===== config.mk =====
export PLATFORM = sky130hd
export DESIGN_NAME = eaf_top
export DESIGN_NICKNAME = d
export VERILOG_FILES = /design/src/rtl/eaf_pkg.sv /design/src/rtl/eaf_hdr_match.sv /design/src/rtl/eaf_window.sv /design/src/rtl/eaf_top.sv
export SDC_FILE = /design/constraint.sdc
export NUM_CORES = 1
export LEC_CHECK = 0
export CAP_MARGIN = 5
export CORE_AREA = 2 2 58 60
export DETAILED_ROUTE_END_ITERATION = 12
export DIE_AREA = 0 0 60 62
export HOLD_SLACK_MARGIN = 0.1
export PLACE_DENSITY = 0.77
export SYNTH_ARGS = -nofsm -noshare
export SYNTH_HDL_FRONTEND = slang
export SYNTH_SLANG_ARGS = --single-unit

===== constraint.sdc =====
create_clock -name clk -period 2.5 [get_ports clk]
set_input_delay 0.375 -clock clk [delete_from_list [all_inputs] [get_ports clk]]
set_output_delay 0.375 -clock clk [all_outputs]
set_load 0.05 [all_outputs]

===== src/rtl/eaf_pkg.sv =====
package eaf_pkg;

    localparam int DATA_W    = 32;
    localparam int HDR_WORDS = 4;

    // Expected header word contents; compared under hdr_mask.
    function automatic logic [DATA_W-1:0] hdr_expect(input int idx);
        case (idx)
            0:       return 32'hFFFF_FFFF;
            1:       return 32'hFFFF_0090;
            2:       return 32'hC200_1C50;
            default: return 32'h0101_0000;
        endcase
    endfunction

    // Last header word carries 16 bits of padding that are not compared.
    function automatic logic [DATA_W-1:0] hdr_mask(input int idx);
        return (idx == HDR_WORDS - 1) ? 32'hFFFF_0000 : 32'hFFFF_FFFF;
    endfunction

endpackage


===== src/rtl/eaf_hdr_match.sv =====
module eaf_hdr_match
    import eaf_pkg::*;
#(
    parameter int CNT_W = 11
) (
    input  logic [CNT_W-1:0]  idx,
    input  logic [DATA_W-1:0] data,
    output logic              word_ok
);

    logic [HDR_WORDS-1:0] sel;
    logic [HDR_WORDS-1:0] hit;

    for (genvar g = 0; g < HDR_WORDS; g++) begin : g_word
        localparam logic [CNT_W-1:0]  IDX_C = CNT_W'(g);
        localparam logic [DATA_W-1:0] EXP_C = hdr_expect(g);
        localparam logic [DATA_W-1:0] MSK_C = hdr_mask(g);
        assign sel[g] = (idx == IDX_C);
        assign hit[g] = ((data & MSK_C) == EXP_C);
    end

    // Words outside the header never fail the comparison.
    assign word_ok = (sel == '0) || ((sel & hit) != '0);

endmodule


===== src/rtl/eaf_window.sv =====
module eaf_window #(
    parameter int CNT_W = 11,
    parameter int FIRST = 4,
    parameter int LAST  = 1027
) (
    input  logic [CNT_W-1:0] idx,
    output logic             in_win
);

    localparam logic [CNT_W-1:0] FIRST_C = CNT_W'(FIRST);
    localparam logic [CNT_W-1:0] LAST_C  = CNT_W'(LAST);

    assign in_win = (idx >= FIRST_C) && (idx <= LAST_C);

endmodule


===== src/rtl/eaf_top.sv =====
module eaf_top
    import eaf_pkg::*;
#(
    parameter int SAMPLE_WORDS = 1024
) (
    input  logic              clk,
    input  logic              rst,
    input  logic [31:0]       in_data,
    input  logic              in_vld,
    input  logic              pkt_end_good,
    input  logic              pkt_end_bad,
    output logic [31:0]       out_data,
    output logic              out_we
);

    localparam int TOTAL = HDR_WORDS + SAMPLE_WORDS;
    localparam int CNT_W = $clog2(TOTAL + 1);
    localparam logic [CNT_W-1:0] SAT_C = CNT_W'(TOTAL);

    typedef struct packed {
        logic [CNT_W-1:0] cnt;
        logic             pass;
    } state_t;

    localparam state_t INIT_C = '{cnt: '0, pass: 1'b1};

    state_t st_q, st_d;
    logic   word_ok;
    logic   in_win;
    logic   pkt_end;

    eaf_hdr_match #(.CNT_W(CNT_W)) u_match (
        .idx     (st_q.cnt),
        .data    (in_data),
        .word_ok (word_ok)
    );

    eaf_window #(.CNT_W(CNT_W), .FIRST(HDR_WORDS), .LAST(TOTAL - 1)) u_win (
        .idx    (st_q.cnt),
        .in_win (in_win)
    );

    assign pkt_end = pkt_end_good | pkt_end_bad;

    always_comb begin
        st_d = st_q;
        if (in_vld) begin
            if (!word_ok) st_d.pass = 1'b0;
            if (st_q.cnt != SAT_C) st_d.cnt = st_q.cnt + 1'b1;
        end
        if (pkt_end) st_d = INIT_C;
    end

    always_ff @(posedge clk) begin
        if (rst) st_q <= INIT_C;
        else     st_q <= st_d;
    end

    assign out_data = in_data;
    assign out_we   = !rst && in_vld && st_q.pass && in_win;

endmodule


* Word level (Yosys, flattened, before mapping) *
Index checks and enable logic that the tools add are counted.
Widths: inputs -> output; s select.

word-level totals
  flip-flop bits (word level) = 12
  input port bits = 37
  output and inout port bits = 33
  word-level logic and storage cells = 28

operators by class
  add/sub/neg operators = 1
  $lt $le $gt $ge = 2
  equal/unequal tests = 8
  bitwise logic cells = 3
  reductions and logical operators = 12

operator list
  cell                   count
  $eq 32x32->1 const B   3
  $eq 11x2->1 const B    2
  $eq 16x9->1 const B    1
  $add 11x1->11 const B  1
  $eq 11x1->1 const B    1
  $ge 11x3->1 const B    1
  $le 11x11->1 const B   1
  $logic_not 11->1       1
  $ne 11x11->1 const B   1
  $and 4x4->4            1
  $logic_and 1x1->1      4
  $logic_not 4->1        1
  $reduce_and 2->1       2
  $reduce_bool 4->1      1
  $reduce_or 2->1        1
  $logic_not 1->1        1
  $logic_or 1x1->1       1
  $not 1->1              1
  $or 1x1->1             1

* Logic depth before layout (Yosys ltp) *
Gate-level depths: netlist of run 1.

  word-level depth = 6
  mapped depth = 7
  mapped depth without buffers = 7

* Cells and area by module *
From an unflattened synthesis of run 1, not the netlist that was laid out.

second synthesis, totals
  cells, all modules = 142
  area, all modules = 1117.3 µm²

by module, submodules not included
  module         times used  cells an instance  area each (µm²)  seq. area each (µm²)
  eaf_top        1           105                873.3            240.2
  eaf_hdr_match  1           33                 219.0            0.0
  eaf_window     1           4                  25.0             0.0

* Worst setup path after synthesis of run 1 *
No wires, ideal clock.

  path type = flip-flop to output port
  start = register st_q[6] in the netlist's numbering
  end = output out_we
  arrival time = 1.830 ns
  required time = 2.125 ns
  path slack = 0.295 ns
  stages on the path, launching flop included = 6
  path buffers = 1
  path through = dfxtp_1 -> buf_6 -> or4_4 -> nor3_1 -> mux2i_1 -> and4b_1

on the way
  word-level cells in the longest chain between the ends = 3
  elaborated cells on any way between the ends = 4
  classes of those cells = order compare (2); reduce/logical (2)

RTL lines
  item                                         RTL line          source
  start: declaration                           eaf_top.sv:27     state_t st_q, st_d;
  start signal: assignment                     eaf_top.sv:56     else st_q <= st_d;
  $ge 11x3->1 or $le 11x11->1 (tied branches)  eaf_window.sv:13  assign in_win = (idx >= FIRST_C) && (idx <= LAST_C);
  $logic_and 1x1->1 (*)                        eaf_window.sv:13
  $logic_and 1x1->1 (*)                        eaf_top.sv:60     assign out_we = !rst && in_vld && st_q.pass && in_win;
  end: declaration                             eaf_top.sv:13     output logic out_we

Mark *: on every way between the ends. The rest lies on a longest branch, timed or not.

* Worst setup path after layout of run 1 *
Same ends and word-level chain as after synthesis.

==> run summary, run 1 <==
Vias in the first global route = 1035
Drt drc = 0
Routability Congestion = 0.792
# rows = 21
Final period utilization = 0.953
Final instance area = 1600 sq um
Post-Syn Area = 1060 sq um
Slowest stage cell on the critical path = or4_4
Via count = 1080
Leakage = 0.543 nW
Sw Share = 0.352
Clock Power Share = 0.266
Setup Fix Bufs, Post-CTS = 0
Final Critical Period = 2.38 ns
Post-synthesis cell count = 135
Dpl ws = 0.349 ns
Final setup viols = 0
Clock Path Buffers = 2
Max Transition Viols Final = 0
Pint = 382 uW
Xor and xnor fraction of the mapped netlist area = 0.0827
Dpl cell area = 1560 sq um
Initial drt markers = 35
Sw power = 208 uW
Crit path buf inv count = 1
Reg-to-reg endpoint = st_q[0]
# diodes = 0
Die Ht = 62 microns
Adder-cell area share of the yosys netlist = 0.0473
Worst-Margin Slew = 0.504 ns
Initial core utilization = 0.333
Largest family of logic cells by synthesized area = simple AND/OR/NAND/NOR gates
Tightest Hold Check Type = flip-flop to flip-flop
Final Util = 0.504
Fmax = 420 MHz
Clock root cell = clkbuf_4
CP Capture Type = output port
Multiplexer share of the synthesized area = 0.00946
Area Growth Syn to Fin = 51.4%
VDD IR-drop max = 0.197 mV
Register with the most flip-flops = st_q
Clk slew on worst S/H paths = 0.08 ns
Core area = 3180 sq um
Status = finished, final reports clean
Post-synth ARST share = 0
Yosys reg bits = 12
Largest net degree at the start of global routing = 13
Gr usage total = 0.159
Final Hold Fails = 0
Worst stage delay on the critical path = 0.56 ns
Reg power frac = 0.328
Crit path cell chain = or4_4 > nor3_2 > mux2i_1 > and4b_1 > buf_12
First-pass DRT Iterations = 4
Post-DRT Antenna Nets = 0
Grt ovf = 0
Dpl hpwl = 2.44 mm
Layout cells sized above 1 = 0.0460
Yosys Warn Count = 0
Vias/cell = 4.91
Slew HR = 0.663
Die ar. = 3720 sq um
IO Count = 70
Avg Cell Area, Syn = 7.84 sq um
Power Density = 368 nW/um^2
Die W = 60 microns
Top FF cell, synth = dfxtp_1
Clock skew = 0.00654 ns
Worst skew pair latency = 0.28 ns
Post-Route WL = 2.89 mm
Synth Area in Compound Gates = 0.0343
Crit path max fanout = 7
Post-synth net total = 176
First-pass GRT wire length = 4.46 mm
IO Port Bufs = 69
RSZ-0062 raised after global routing = no
Initial antenna violation count = 0
Comb power frac = 0.406
RR Startpoint = st_q[1]
Reg2Reg Depth = 7
Worst Setup SP = st_q[6]
Post-layout net count = 216
CP delay by family, top = simple AND/OR/NAND/NOR gates
Final TNS setup = 0 ns
Num Clock Sinks = 12
Synth unique cells = 28
Worst setup SP type = flip-flop
Avg WL per Cell = 13.1 microns
Max_cap viols = 0
CTS buffer count = 3
Crit path kind = flip-flop to output port
Critical path arrival = 2.01 ns
EDFF count, synth = 0
Largest regs = st_q x12
Sequential share of the synthesized area = 0.227
Final setup margin = 0.118 ns
Htree depth = 1
CTS tree = built
Max reg flops = 12
Worst path depth = 5
Worst Path Required = 2.12 ns
R2R Setup Slk = 0.68 ns
Setup crit end = out_we
Post-synthesis simple-gate area fraction = 0.344
routing by layer:
| metal | track usage | part of all wire | wire length (microns) |
|---|---|---|---|
| met1 | 0.162 | 0.38 | 1100 |
| met2 | 0.306 | 0.51 | 1460 |
| met3 | 0.0352 | 0.096 | 276 |
| met4 | 0.0762 | 0.017 | 50 |
| met5 | 0 | 0 | 0 |
cells in the final DEF, fill, tap and decap left out, types with 2 or more instances in the layout:
cell type / instances
nor3_1: 2
or4_1: 2
xor2_1: 6
ha_1: 4
nor4_1: 7
clkbuf_4: 3
nor2_1: 16
nor4b_1: 3
and3_1: 2
nand3_1: 6
or3_1: 3
dfxtp_1: 12
inv_1: 4
nand4_1: 13
clkdlybuf4s50_1: 68
nand2_1: 6
xnor2_1: 4
through the flow:
| stage | total power, mW | instances | hold WS [ns] |
|---|---|---|---|
| after floorplan | 0.351 | 135 | 0.487 |
| after global placement | 0.437 | 216 | 0.520 |
| after detailed placement | 0.439 | 216 | 0.526 |
| after CTS | 0.596 | 220 | 0.541 |
| after global routing | 0.615 | 220 | 0.571 |
| final | 0.590 | 220 | 0.540 |
power groups by stage:
stage / Combinational [mW] / Clock, mW / Sequential (mW)
after floorplan: 0.154 / 0 / 0.198
after global placement: 0.239 / 0 / 0.198
after detailed placement: 0.241 / 0 / 0.198
after CTS: 0.241 / 0.161 / 0.194
after global routing: 0.250 / 0.171 / 0.194
final: 0.240 / 0.157 / 0.194
how the worst min path moves through the flow:
stage	start	to	slack, ns	cells past startpoint
2_1_floorplan	st_q[4]	st_q[4]	0.49	2
3_3_place_gp	st_q[10]	st_q[10]	0.52	2
3_5_place_dp	st_q[0]	st_q[0]	0.53	2
4_1_cts	st_q[0]	st_q[0]	0.54	2
5_1_grt	st_q[0]	st_q[0]	0.57	2
6_report	st_q[0]	st_q[0]	0.54	2
cells by family after synthesis:
kind of cell	Yosys count
AO/OA/AOI/OAI	5
XOR/XNOR	10
adder cells (fa/ha/maj)	4
buffers and inverters	38
flip-flops	12
multiplexers	1
AND/OR/NAND/NOR	65
area by class of cell:
class	count	area [sq um]
sequential	12	240
multi-input combinational	85	553
tap	46	57.6
fill	320	1580
timing repair buffer	69	701
inverter	4	15.0
clock buffer	4	36.3
Yosys cell counts, drive strengths merged (2+ instances only):
master | instances | area share
nor3 | 3 | 0.014
xnor2 | 4 | 0.033
nand2 | 6 | 0.021
xor2 | 6 | 0.050
buf | 33 | 0.24
dfxtp | 12 | 0.23
ha | 4 | 0.047
nor2 | 16 | 0.057
or3 | 3 | 0.018
nand3 | 6 | 0.028
and3 | 2 | 0.012
nand4 | 13 | 0.077
nor4b | 3 | 0.025
inv | 4 | 0.014
nor4 | 7 | 0.041
or4 | 3 | 0.025
repair_timing:
item / CTS / global route
resized for setup: 0 / 1
hold buffers: 0 / 0
setup endpoints to repair: 0 / 1
worst reg2reg max path, cell delays in order, from the launching register on:
cell and delay, ns:
dfxtp_1 0.38, inv_1 0.12, ha_1 0.23, nand4_1 0.09
or4_1 0.41, o21a_1 0.11, or3_1 0.34, nand3b_1 0.08
No activity file was read; power rests on OpenSTA's default activity.
==> run 2: changes to the inputs <==
ABC_AREA = 1   (was unset)
CORE_AREA = 2 2 62 64   (was 2 2 58 60)
DIE_AREA = 0 0 64 66   (was 0 0 60 62)
PLACE_DENSITY = 0.78   (was 0.77)
==> run 2 against run 1 <==
Critical path type unchanged. Design area is 18% higher. Highest routed layer unchanged. Worst setup slack gained 0.075 ns. Power rose by 4.1%. Via count rose by 35%. Clock power hardly changed. Cell count rose by 45%. Sequential power about the same. Die area increased by 14%. Sequential share of layout area down 2.3 points.
==> run summary, run 2 <==
Initial drt markers = 51
IO Port Bufs = 69
First-pass GRT wire length = 5.32 mm
Leakage = 0.747 nW
Synth unique cells = 22
IO Count = 70
Pint = 389 uW
Avg WL per Cell = 9.93 microns
Sw power = 226 uW
Post-CTS Hold Buffers = 0
Final Critical Period = 2.31 ns
Via count = 1456
Initial core utilization = 0.382
Worst skew pair latency = 0.29 ns
Final Power = 614 uW
Drt drc = 0
Layout cells sized above 1 = 0.0331
Max reg flops = 12
Most frequent cells in the layout = clkdlybuf4s50_1 (68), nand2_1 (62), nor2_1 (50), inv_1 (19), dfxtp_1 (12)
Worst Path Required = 2.12 ns
Die W = 64 microns
Dpl hpwl = 2.64 mm
Max_cap viols = 0
Core area = 3550 sq um
Initial antenna violation count = 0
Dpl cell area = 1860 sq um
CP Capture Type = output port
Area Growth Syn to Fin = 39.9%
Reg power frac = 0.315
Crit path kind = flip-flop to output port
Largest regs = st_q x12
Post-synthesis cell count = 233
CTS buffer count = 3
Register with the most flip-flops = st_q
Post-DRT Antenna Nets = 0
Clock Power Share = 0.259
Final Hold Fails = 0
Htree depth = 1
Vias in the first global route = 1309
Critical path arrival = 1.93 ns
Fmax = 433 MHz
Final TNS setup = 0 ns
Final setup viols = 0
Vias/cell = 4.55
Top FF cell, synth = dfxtp_1
Yosys reg bits = 12
Clock root cell = clkbuf_4
RSZ-0062 raised after global routing = no
Sw Share = 0.367
Power Density = 324 nW/um^2
Crit path max fanout = 6
Post-cts resize count = 0
Setup Fix Bufs, Post-CTS = 0
VDD IR-drop max = 0.259 mV
Synth top area cells = dfxtp_1 (18%), buf_4 (18%), nand2_1 (17%)
Final hold slack = 0.455 ns
Most frequent cell after synthesis = nand2_1
Clk slew on worst S/H paths = 0.08 ns
Clock skew = 0.00646 ns
Commonest non-fill, non-tap cell in the layout = clkdlybuf4s50_1
CTS tree = built
Final instance area = 1900 sq um
Comb power frac = 0.425
Worst setup SP type = flip-flop
Tightest Hold Check Type = flip-flop to flip-flop
Die Ht = 66 microns
Post-Route WL = 3.18 mm
Max Transition Viols Final = 0
Gr usage total = 0.155
Worst-Margin Slew = 0.507 ns
Placed Cells = 316
Yosys Warn Count = 0
Routability Congestion = 0.842
Avg Cell Area, Syn = 5.82 sq um
Post-synth ARST share = 0
Grt ovf = 0
# diodes = 0
Post-synth net total = 274
Post-layout net count = 314
Top cell type's share of synthesized area = 0.177
Final period utilization = 0.923
Sequential share of the synthesized area = 0.177
Post-synth top cells = nand2_1 (62), nor2_1 (50), buf_4 (32)
Most area-hungry cell type in the Yosys netlist = dfxtp_1
Num Clock Sinks = 12
Slew HR = 0.661
EDFF count, synth = 0
Post-Syn Area = 1360 sq um
First-pass DRT Iterations = 6
Cell Count, Final, Fillers Out = 320
# rows = 22
Clock Path Buffers = 2
Die ar. = 4220 sq um
Largest net degree at the start of global routing = 15
Status = finished, final reports clean
==> run 2: cell count changes after synthesis, sizes merged, moves of 3 or more <==
cell and delta:
or4 -3, nor4b -3, a21oi +10, nor2 +34
nand2 +58, or3 -3, nand4 -8, nor4 -7
o21ai +4, inv +16, nor3 +5
==> run 2: final cells by class <==
class / count / area (sq um)
multi-input combinational: 166 / 779
fill: 354 / 1660
clock buffer: 4 / 36.3
timing repair buffer: 69 / 701
sequential: 12 / 240
tap: 48 / 60.1
inverter: 21 / 78.8
==> run 2: stage by stage <==
stage          setup WS, ns  utilization
4_1_cts               0.208        0.534
5_1_grt              0.0475        0.534
2_1_floorplan        0.0207            -
3_5_place_dp          0.405        0.524
3_3_place_gp          0.405        0.524
6_report              0.192        0.534
==> run 2: power groups by stage <==
stage,clock [mW],combinational [mW],sequential (mW)
finish,0.159,0.261,0.194
global route,0.174,0.278,0.194
CTS,0.163,0.263,0.194
global placement,0,0.262,0.198
floorplan,0,0.174,0.198
detailed placement,0,0.263,0.198
==> run 2: path summary, 6_finish.rpt <==
kind	endpoint	slack, ns	cells after the start	startpoint
setup / recovery	out_we	0.19	6	st_q[5]
setup reg to reg	st_q[3]	0.80	9	st_q[1]
hold / removal	st_q[0]	0.46	2	st_q[0]
hold reg to reg	st_q[0]	0.46	2	st_q[0]
==> run 2: cells by family after synthesis <==
logic type | synth area share
AOI/OAI and AO/OA | 0.0720
xor gates and xnor gates | 0.0452
adders and majority gates | 0.0369
buffers and inverters | 0.247
DFF | 0.177
and+or+nand+nor | 0.421
==> run 2: metal layers <==
layer  vias to the layer above  part of all wire  GRT usage
met1                       618              0.43      0.178
met4                         0            0.0088     0.0571
li1                        786                 -          -
met5                         -                 0          0
met2                        48              0.48      0.283
met3                         4             0.077     0.0307
==> run 2: critical path, stage by stage (launching register included) <==
cell and delay, ns:
dfxtp_1 0.37, nor2_1 0.27, nand2_2 0.13, nor3_1 0.25, nor2_1 0.08, a211oi_1 0.36
buf_12 0.19
